$ cat config.mk
export PLATFORM = sky130hd
export DESIGN_NAME = branch_flush_ctrl
export DESIGN_NICKNAME = d
export VERILOG_FILES = /design/src/rtl/bfc_pkg.sv /design/src/rtl/bfc_rst_sync.sv /design/src/rtl/bfc_resolve.sv /design/src/rtl/bfc_slot_track.sv /design/src/rtl/branch_flush_ctrl.sv
export SDC_FILE = /design/constraint.sdc
export NUM_CORES = 1
export LEC_CHECK = 0
export BUFFER_PORTS_ARGS = -buffer_cell sky130_fd_sc_hd__buf_2
export CAP_MARGIN = 25
export CORE_ASPECT_RATIO = 0.9
export CORE_MARGIN = 3
export CORE_UTILIZATION = 50
export DETAILED_ROUTE_END_ITERATION = 10
export GPL_TIMING_DRIVEN = 0
export MAX_ROUTING_LAYER = met4
export PLACE_DENSITY_LB_ADDON = 0.12
export SLEW_MARGIN = 10
export SYNTH_ARGS = -nofsm -noshare
export SYNTH_HDL_FRONTEND = slang
export SYNTH_SLANG_ARGS = --single-unit
$ cat constraint.sdc
create_clock -name clk -period 4.6 [get_ports clk]
set_input_delay 0.46 -clock clk [delete_from_list [all_inputs] [get_ports clk]]
set_output_delay 0.46 -clock clk [all_outputs]
set_load 0.05 [all_outputs]
$ cat src/rtl/bfc_pkg.sv
package bfc_pkg;
  typedef enum logic {
    BR_EQ = 1'b0,
    BR_NE = 1'b1
  } br_kind_e;
endpackage

$ cat src/rtl/bfc_rst_sync.sv
module bfc_rst_sync #(
  parameter int STAGES = 2
) (
  input  logic clk,
  input  logic rst_n,
  output logic rst_s
);
  logic [STAGES-1:0] sync_q;
  logic [STAGES-1:0] sync_d;

  always_comb sync_d = {sync_q[STAGES-2:0], 1'b1};

  always_ff @(posedge clk or negedge rst_n) begin
    if (!rst_n) sync_q <= '0;
    else        sync_q <= sync_d;
  end

  assign rst_s = sync_q[STAGES-1];
endmodule

$ cat src/rtl/bfc_resolve.sv
module bfc_resolve
  import bfc_pkg::*;
#(
  parameter int XLEN        = 32,
  parameter int OFFW        = 16,
  parameter int INSTR_BYTES = 4
) (
  input  br_kind_e          kind,
  input  logic [XLEN-1:0]   opa,
  input  logic [XLEN-1:0]   opb,
  input  logic [XLEN-1:0]   br_pc,
  input  logic [OFFW-1:0]   off,
  output logic              cond_met,
  output logic [XLEN-1:0]   target
);
  localparam int SHW = $clog2(INSTR_BYTES);
  localparam logic [XLEN-1:0] STEP = XLEN'(INSTR_BYTES);

  logic            same;
  logic [XLEN-1:0] off_sx;
  logic [XLEN-1:0] off_bytes;

  always_comb begin
    same      = (opa == opb);
    off_sx    = {{(XLEN-OFFW){off[OFFW-1]}}, off};
    off_bytes = off_sx << SHW;
    target    = br_pc + STEP + off_bytes;
    unique case (kind)
      BR_EQ:   cond_met = same;
      BR_NE:   cond_met = !same;
      default: cond_met = 1'b0;
    endcase
  end
endmodule

$ cat src/rtl/bfc_slot_track.sv
module bfc_slot_track (
  input  logic clk,
  input  logic rst_s,
  input  logic taken,
  input  logic stall,
  output logic live_id,
  output logic live_ex
);
  logic id_en, id_nx, ex_nx;

  always_comb begin
    id_en = taken | ~stall;
    id_nx = ~taken;
    ex_nx = live_id & ~taken & ~stall;
  end

  always_ff @(posedge clk or negedge rst_s) begin
    if (!rst_s) begin
      live_id <= 1'b0;
      live_ex <= 1'b0;
    end else begin
      if (id_en) live_id <= id_nx;
      live_ex <= ex_nx;
    end
  end

  // both younger slots are dead right after a redirect
  a_r5_squash_both: assert property (@(posedge clk) disable iff (!rst_s)
    taken |=> (!live_id && !live_ex));

  // a stall bubbles execute and keeps decode
  a_r9_stall_bubble: assert property (@(posedge clk) disable iff (!rst_s)
    (stall && !taken) |=> (!live_ex && (live_id == $past(live_id))));
endmodule

$ cat src/rtl/branch_flush_ctrl.sv
module branch_flush_ctrl
  import bfc_pkg::*;
#(
  parameter int XLEN        = 32,
  parameter int OFFW        = 16,
  parameter int INSTR_BYTES = 4
) (
  input  logic            clk,
  input  logic            rst_n,
  input  logic            stall_req,
  input  logic [XLEN-1:0] if_pc,
  input  logic            ex_br,
  input  logic            ex_kind,
  input  logic [XLEN-1:0] ex_opa,
  input  logic [XLEN-1:0] ex_opb,
  input  logic [XLEN-1:0] ex_pc,
  input  logic [OFFW-1:0] ex_off,
  input  logic            id_reg_we,
  input  logic            id_mem_we,
  output logic            pc_sel,
  output logic [XLEN-1:0] next_pc,
  output logic            pc_en,
  output logic            stall_out,
  output logic            flush_if,
  output logic            flush_id,
  output logic            ex_reg_we,
  output logic            ex_mem_we
);
  localparam logic [XLEN-1:0] STEP = XLEN'(INSTR_BYTES);

  logic            rst_s;
  logic            cond_met;
  logic [XLEN-1:0] tgt;
  logic            live_id, live_ex;
  logic            taken;
  logic            pass_id;

  bfc_rst_sync #(.STAGES(2)) u_rsync (
    .clk   (clk),
    .rst_n (rst_n),
    .rst_s (rst_s)
  );

  bfc_resolve #(.XLEN(XLEN), .OFFW(OFFW), .INSTR_BYTES(INSTR_BYTES)) u_res (
    .kind     (br_kind_e'(ex_kind)),
    .opa      (ex_opa),
    .opb      (ex_opb),
    .br_pc    (ex_pc),
    .off      (ex_off),
    .cond_met (cond_met),
    .target   (tgt)
  );

  bfc_slot_track u_trk (
    .clk     (clk),
    .rst_s   (rst_s),
    .taken   (taken),
    .stall   (stall_req),
    .live_id (live_id),
    .live_ex (live_ex)
  );

  always_comb begin
    taken     = ex_br & live_ex & cond_met;
    pass_id   = live_id & ~taken & ~stall_req;
    pc_sel    = taken;
    next_pc   = taken ? tgt : (if_pc + STEP);
    stall_out = stall_req & ~taken;
    pc_en     = ~stall_out;
    flush_if  = taken;
    flush_id  = taken;
    ex_reg_we = id_reg_we & pass_id;
    ex_mem_we = id_mem_we & pass_id;
  end

  // a redirect is never followed by another in the next cycle
  a_r5_single_redirect: assert property (@(posedge clk) disable iff (!rst_s)
    pc_sel |=> !pc_sel);

  // the instruction squashed out of fetch carries no write enables
  a_r7_squashed_no_write: assert property (@(posedge clk) disable iff (!rst_s)
    pc_sel |=> (!ex_reg_we && !ex_mem_we));

  // flush beats stall
  a_r8_flush_wins: assert property (@(posedge clk) disable iff (!rst_s)
    (stall_req && pc_sel) |-> (pc_en && !stall_out));

  // sequential path when no redirect
  a_r1_seq_path: assert property (@(posedge clk) disable iff (!rst_s)
    !pc_sel |-> (next_pc == if_pc + STEP));

  // nothing issued while reset is held
  a_r10_quiet_reset: assert property (@(posedge clk)
    !rst_s |-> (!pc_sel && !ex_reg_we && !ex_mem_we));
endmodule

## Word level (Yosys, flattened, before mapping)

Cells that the tools add are included.

| storage, ports and cells | value |
|---|---|
| flip-flop bits (word level) | 4 |
| input bits | 151 |
| output and inout port bits | 39 |
| word-level logic and storage cells | 22 |

| cells by class | value |
|---|---|
| add/subtract/negate cells | 3 |
| equality and inequality tests | 1 |
| multiplexer cells | 2 |
| bitwise operators | 12 |
| reduce and logical (&&, ||, !) cells | 1 |

Operators with widths:

| kind | count |
|---|---|
| adder 32 x 3 -> 32 bit, second input constant | 2 |
| adder 32 bit | 1 |
| == test 32 bit | 1 |
| two-way mux 32 bit | 1 |
| AND 1 bit | 7 |
| NOT 1 bit | 4 |
| one-hot mux 1 bit (2 select lines) | 1 |
| zero test 1 bit | 1 |
| bitwise OR 1 bit | 1 |

## Logic depth before layout (Yosys ltp)

| logic depth | value |
|---|---|
| word-level depth | 8 |
| gate-level depth with buffers | 12 |
| mapped depth without buffers | 12 |

## By module

From an unflattened synthesis, not the netlist that was laid out.

| second synthesis, totals | value |
|---|---|
| cells, all modules | 473 |
| area total of the unflattened synthesis | 3552.2 um^2 |

Modules (own cells, without submodules):

| module | instances | cells an instance | area each (um^2) | sequential area each (um^2) |
|---|---|---|---|---|
| bfc_resolve | 1 | 300 | 2452.4 | 0.0 |
| branch_flush_ctrl | 1 | 165 | 973.4 | 0.0 |
| bfc_slot_track | 1 | 5 | 72.6 | 50.0 |
| bfc_rst_sync | 1 | 3 | 53.8 | 50.0 |

## Worst setup path after synthesis

OpenSTA, ideal clock, no wires.

| timing path | value |
|---|---|
| path type | input port to output port |
| from | input port ex_pc[3] |
| to | output port next_pc[27] |
| arrival | 3.496 ns |
| data required time | 4.140 ns |
| slack | 0.644 ns |
| stages on the path | 10 |
| buffers on the path | 0 |
| cells stage by stage | ha_1 -> ha_1 -> fa_1 -> a211o_1 -> a211o_1 -> o2111a_1 -> or2_1 -> a21o_1 -> a211o_1 -> mux2i_1 |

| between the ends | value |
|---|---|
| longest elaborated chain between the ends | 3 |

RTL lines:

| what | line | RTL |
|---|---|---|
| start: declaration | branch_flush_ctrl.sv:16 | `input logic [XLEN-1:0] ex_pc,` |
| adder 32 x 3 -> 32 bit | bfc_resolve.sv:27 | `target = br_pc + STEP + off_bytes;` |
| adder 32 bit | bfc_resolve.sv:27 |  |
| two-way mux 32 bit | branch_flush_ctrl.sv:67 | `next_pc = taken ? tgt : (if_pc + STEP);` |
| end: declaration | branch_flush_ctrl.sv:21 | `output logic [XLEN-1:0] next_pc,` |

No other way between the ends.

## Worst setup path after layout

Ends and elaborated chain as after synthesis.

==> flow_metrics.env <==
export IMPL_multiInputGateArea_um2=3120
export IMPL_h_tree_depth=1
export IMPL_p_switching_mw=0.424
export IMPL_grt_max_degree=16
export IMPL_ys_ff_latch=4
export IMPL_die_height_um=83.6
export IMPL_switching_share_pct=55.3
export IMPL_ys_top_cells_by_count="ha_1 (58), xor2_1 (55), a21oi_1 (34)"
export IMPL_r2r_start="u_trk.live_ex"
export IMPL_tritoncts="yes"
export IMPL_num_nets_final=834
export IMPL_maxCapViolCount=0
export IMPL_min_path_type="primary input to asynchronous set/reset pin"
export IMPL_reg2reg_depth=5
export IMPL_antenna_found_initial=0
export IMPL_fin_crit_sh_pct=86.6
export IMPL_finalWirelength_um=11000
export IMPL_required_ns=4.14
export IMPL_setup_violations=0
export IMPL_ctsRootBufferMaster="clkbuf_8"
export IMPL_route_detailed_drc=0
export IMPL_synth_top_area_cell="ha_1"
export IMPL_layout_drive_gt1_share_pct=32.3
export IMPL_final_max_slew_viol_count=0
export IMPL_ys_seq_area_share_pct=2.99
export IMPL_track_usage_pct=27.7
export IMPL_synth_most_common_cell="ha_1"
export IMPL_clock_latency_ns=0.22
export IMPL_slowest_delay_ns=0.44
export IMPL_regToRegSetupSlack_ns=3.40
export IMPL_path_cells="buf_2, ha_1, ha_1, fa_1, a211o_1, a211o_1, o2111a_1, or2_1, a21o_1, a211o_1, mux2i_1, buf_2"
export IMPL_relSlewSlack_pct=59.5
export IMPL_grt_pass1_wl_um=17600
export IMPL_regToRegEndpoint="u_trk.live_ex"
export IMPL_drtIter0Drc=220
export IMPL_wire_per_inst_um=15.4
export IMPL_numCtsBuffers=3
export IMPL_initial_utilization_pct=53.2
export IMPL_syn_nets=641
export IMPL_combinationalPowerShare_pct=85.2
export IMPL_hold_viol_final=0
export IMPL_drt_first_pass_iters=5
export IMPL_powerDensity_nw_per_um2=173
export IMPL_clockBufferDepth=2
export IMPL_path_common_cell="a211o_1"
export IMPL_dieWidth_um=92.2
export IMPL_async_flop_share_pct=100
export IMPL_num_vias=4022
export IMPL_timing_final_ws_setup_ns=0.614
export IMPL_overflow=0
export IMPL_synth_warnings=0
export IMPL_period_needed_ns=3.99
export IMPL_dp_slack_ns=0.627
export IMPL_antenna_cells=0
export IMPL_place_hpwl_um=9560
export IMPL_die_area_um2=7710
export IMPL_arrival_ns=3.53
export IMPL_io_pins=190
export IMPL_internal_power_mw=0.343
export IMPL_outcome="finished, final reports clean"
export IMPL_synth_edf_count=0
export IMPL_netlist_top_cells_area="ha_1 (22%), xor2_1 (14%), xnor2_1 (8.6%), mux2i_1 (7.8%), a21oi_1 (5.1%)"
export IMPL_port_buffers=188
export IMPL_via_per_inst=5.67
export IMPL_netlist_instances=431
export IMPL_syn2layout_area_growth_pct=32.6
export IMPL_hold_buffers=0
export IMPL_grt_pass1_vias=3840
export IMPL_synth_top_area_share_pct=21.7
export IMPL_setup_worst_path_class="primary input to output pin"
export IMPL_power_leakage_nw=2.45
export IMPL_crit_path_top_delay_cell="fa_1"
export IMPL_synth_area_um2=3350
export IMPL_fin_util_pct=70.6
export IMPL_clock_power_share_pct=9.7
export IMPL_worst_pin_slew_ns=0.602
export IMPL_rows=27
export IMPL_finalSetupTns_ns=0
export IMPL_sequentialPowerShare_pct=5.1
export IMPL_core_um2=6280
export IMPL_start_kind="primary input"
export IMPL_post_cts_buffers=0
export IMPL_cp_end_kind="output pin"
export IMPL_gp_congestion=0.891
export IMPL_max_vdd_ir_drop_uv=78.8
export IMPL_synthFlopType="dfrtp_1"
export IMPL_finClkSkew_ns=0.00394
export IMPL_final_antenna_net_count=0
export IMPL_synth_distinct_cells=57
export IMPL_fmax_ghz=0.251
export IMPL_worstPathMaxFanout=3
export IMPL_rsz0062_at_grt="no"
export IMPL_path_clk_slew_ns=0.03
export IMPL_n_fill_cell=558
export IMPL_cts_num_sinks=4
export IMPL_cts_resized_gates=0
export IMPL_syn_avg_cell_area_um2=7.76
export IMPL_seqCellArea_um2=100
==> flip-flops by register name, indices dropped and copies added, names as in the netlist <==
name / count
u_rsync.sync_q: 2
u_trk.live_ex: 1
u_trk.live_id: 1
==> power by group through the flow <==
| stage | logic [mW] | clock network, mW | registers (mW) |
|---|---|---|---|
| 2_1_floorplan | 0.448 | 0 | 0.0391 |
| 3_3_place_gp | 0.633 | 0 | 0.0393 |
| 3_5_place_dp | 0.643 | 0 | 0.0395 |
| 4_1_cts | 0.648 | 0.0753 | 0.0391 |
| 5_1_grt | 0.713 | 0.0777 | 0.0393 |
| 6_report | 0.654 | 0.0745 | 0.0391 |
==> placed cells by master, fill, tap and decap left out, drive strengths merged, types with 14 or more instances in the layout <==
cell type,n
inv,14
buf,194
nor2,25
ha,58
nand4,18
o21ai,15
a21oi,34
xor2,55
a21o,14
nand2,33
mux2i,26
xnor2,33
==> logic make-up (layout without fill, tap and decap cells) <==
kind of cell | count (synthesis) | count (layout) | share of synthesized area (%)
muxes | 31 | 31 | 9.46
buffers and inverters | 26 | 217 | 3.66
and+or+nand+nor | 129 | 129 | 20.4
AOI/OAI and AO/OA | 93 | 93 | 18.0
xor gates and xnor gates | 88 | 88 | 23.0
adders and majority gates | 59 | 59 | 22.3
DFF | 4 | 4 | 2.99
other | 1 | 1 | 0.112
==> through the flow <==
step | hold WS (ns) | cell area [um^2] | cells | power (mW)
floorplan | 0.0111 | 3350 | 431 | 0.487
global placement | 0.0177 | 4400 | 706 | 0.672
finish | 0.0217 | 4440 | 709 | 0.767
global route | 0.0215 | 4440 | 709 | 0.830
detailed placement | 0.0185 | 4400 | 706 | 0.682
CTS | 0.0195 | 4440 | 709 | 0.763
==> worst max path at each step <==
stage	start	end	cells past startpoint	slack, ns
after floorplan	ex_pc[3]	next_pc[27]	10	0.64
after global placement	ex_pc[3]	next_pc[27]	12	0.68
after detailed placement	ex_pc[3]	next_pc[27]	12	0.63
after CTS	ex_pc[3]	next_pc[27]	12	0.63
after global routing	ex_pc[3]	next_pc[27]	12	0.50
final	ex_pc[3]	next_pc[27]	12	0.61
==> worst max-delay path, delay by kind of cell <==
family | cells | cell delay [ns]
and+or+nand+nor | 1 | 0.27
buffers and inverters | 2 | 0.40
AOI/OAI and AO/OA | 5 | 1.25
muxes | 1 | 0.18
adders and majority gates | 3 | 0.96
==> metal layers <==
metal	share of wire (%)	track usage (%)	vias to the layer above
met3	8.0	2.07	12
met2	48	49.1	204
met1	43	35.1	1835
li1	-	-	1971
met4	1.2	4.05	0
met5	0	-	-
==> area by class of cell <==
class                           instances  share of cell area, %
Tap cell                               87                   2.45
Multi-Input combinational cell        401                   70.4
Buffer                                 12                   1.58
Inverter                               14                   1.18
Clock buffer                            3                  0.931
Sequential cell                         4                   2.26
Timing Repair Buffer                  188                   21.2
Power figures use the tool's default switching activity.
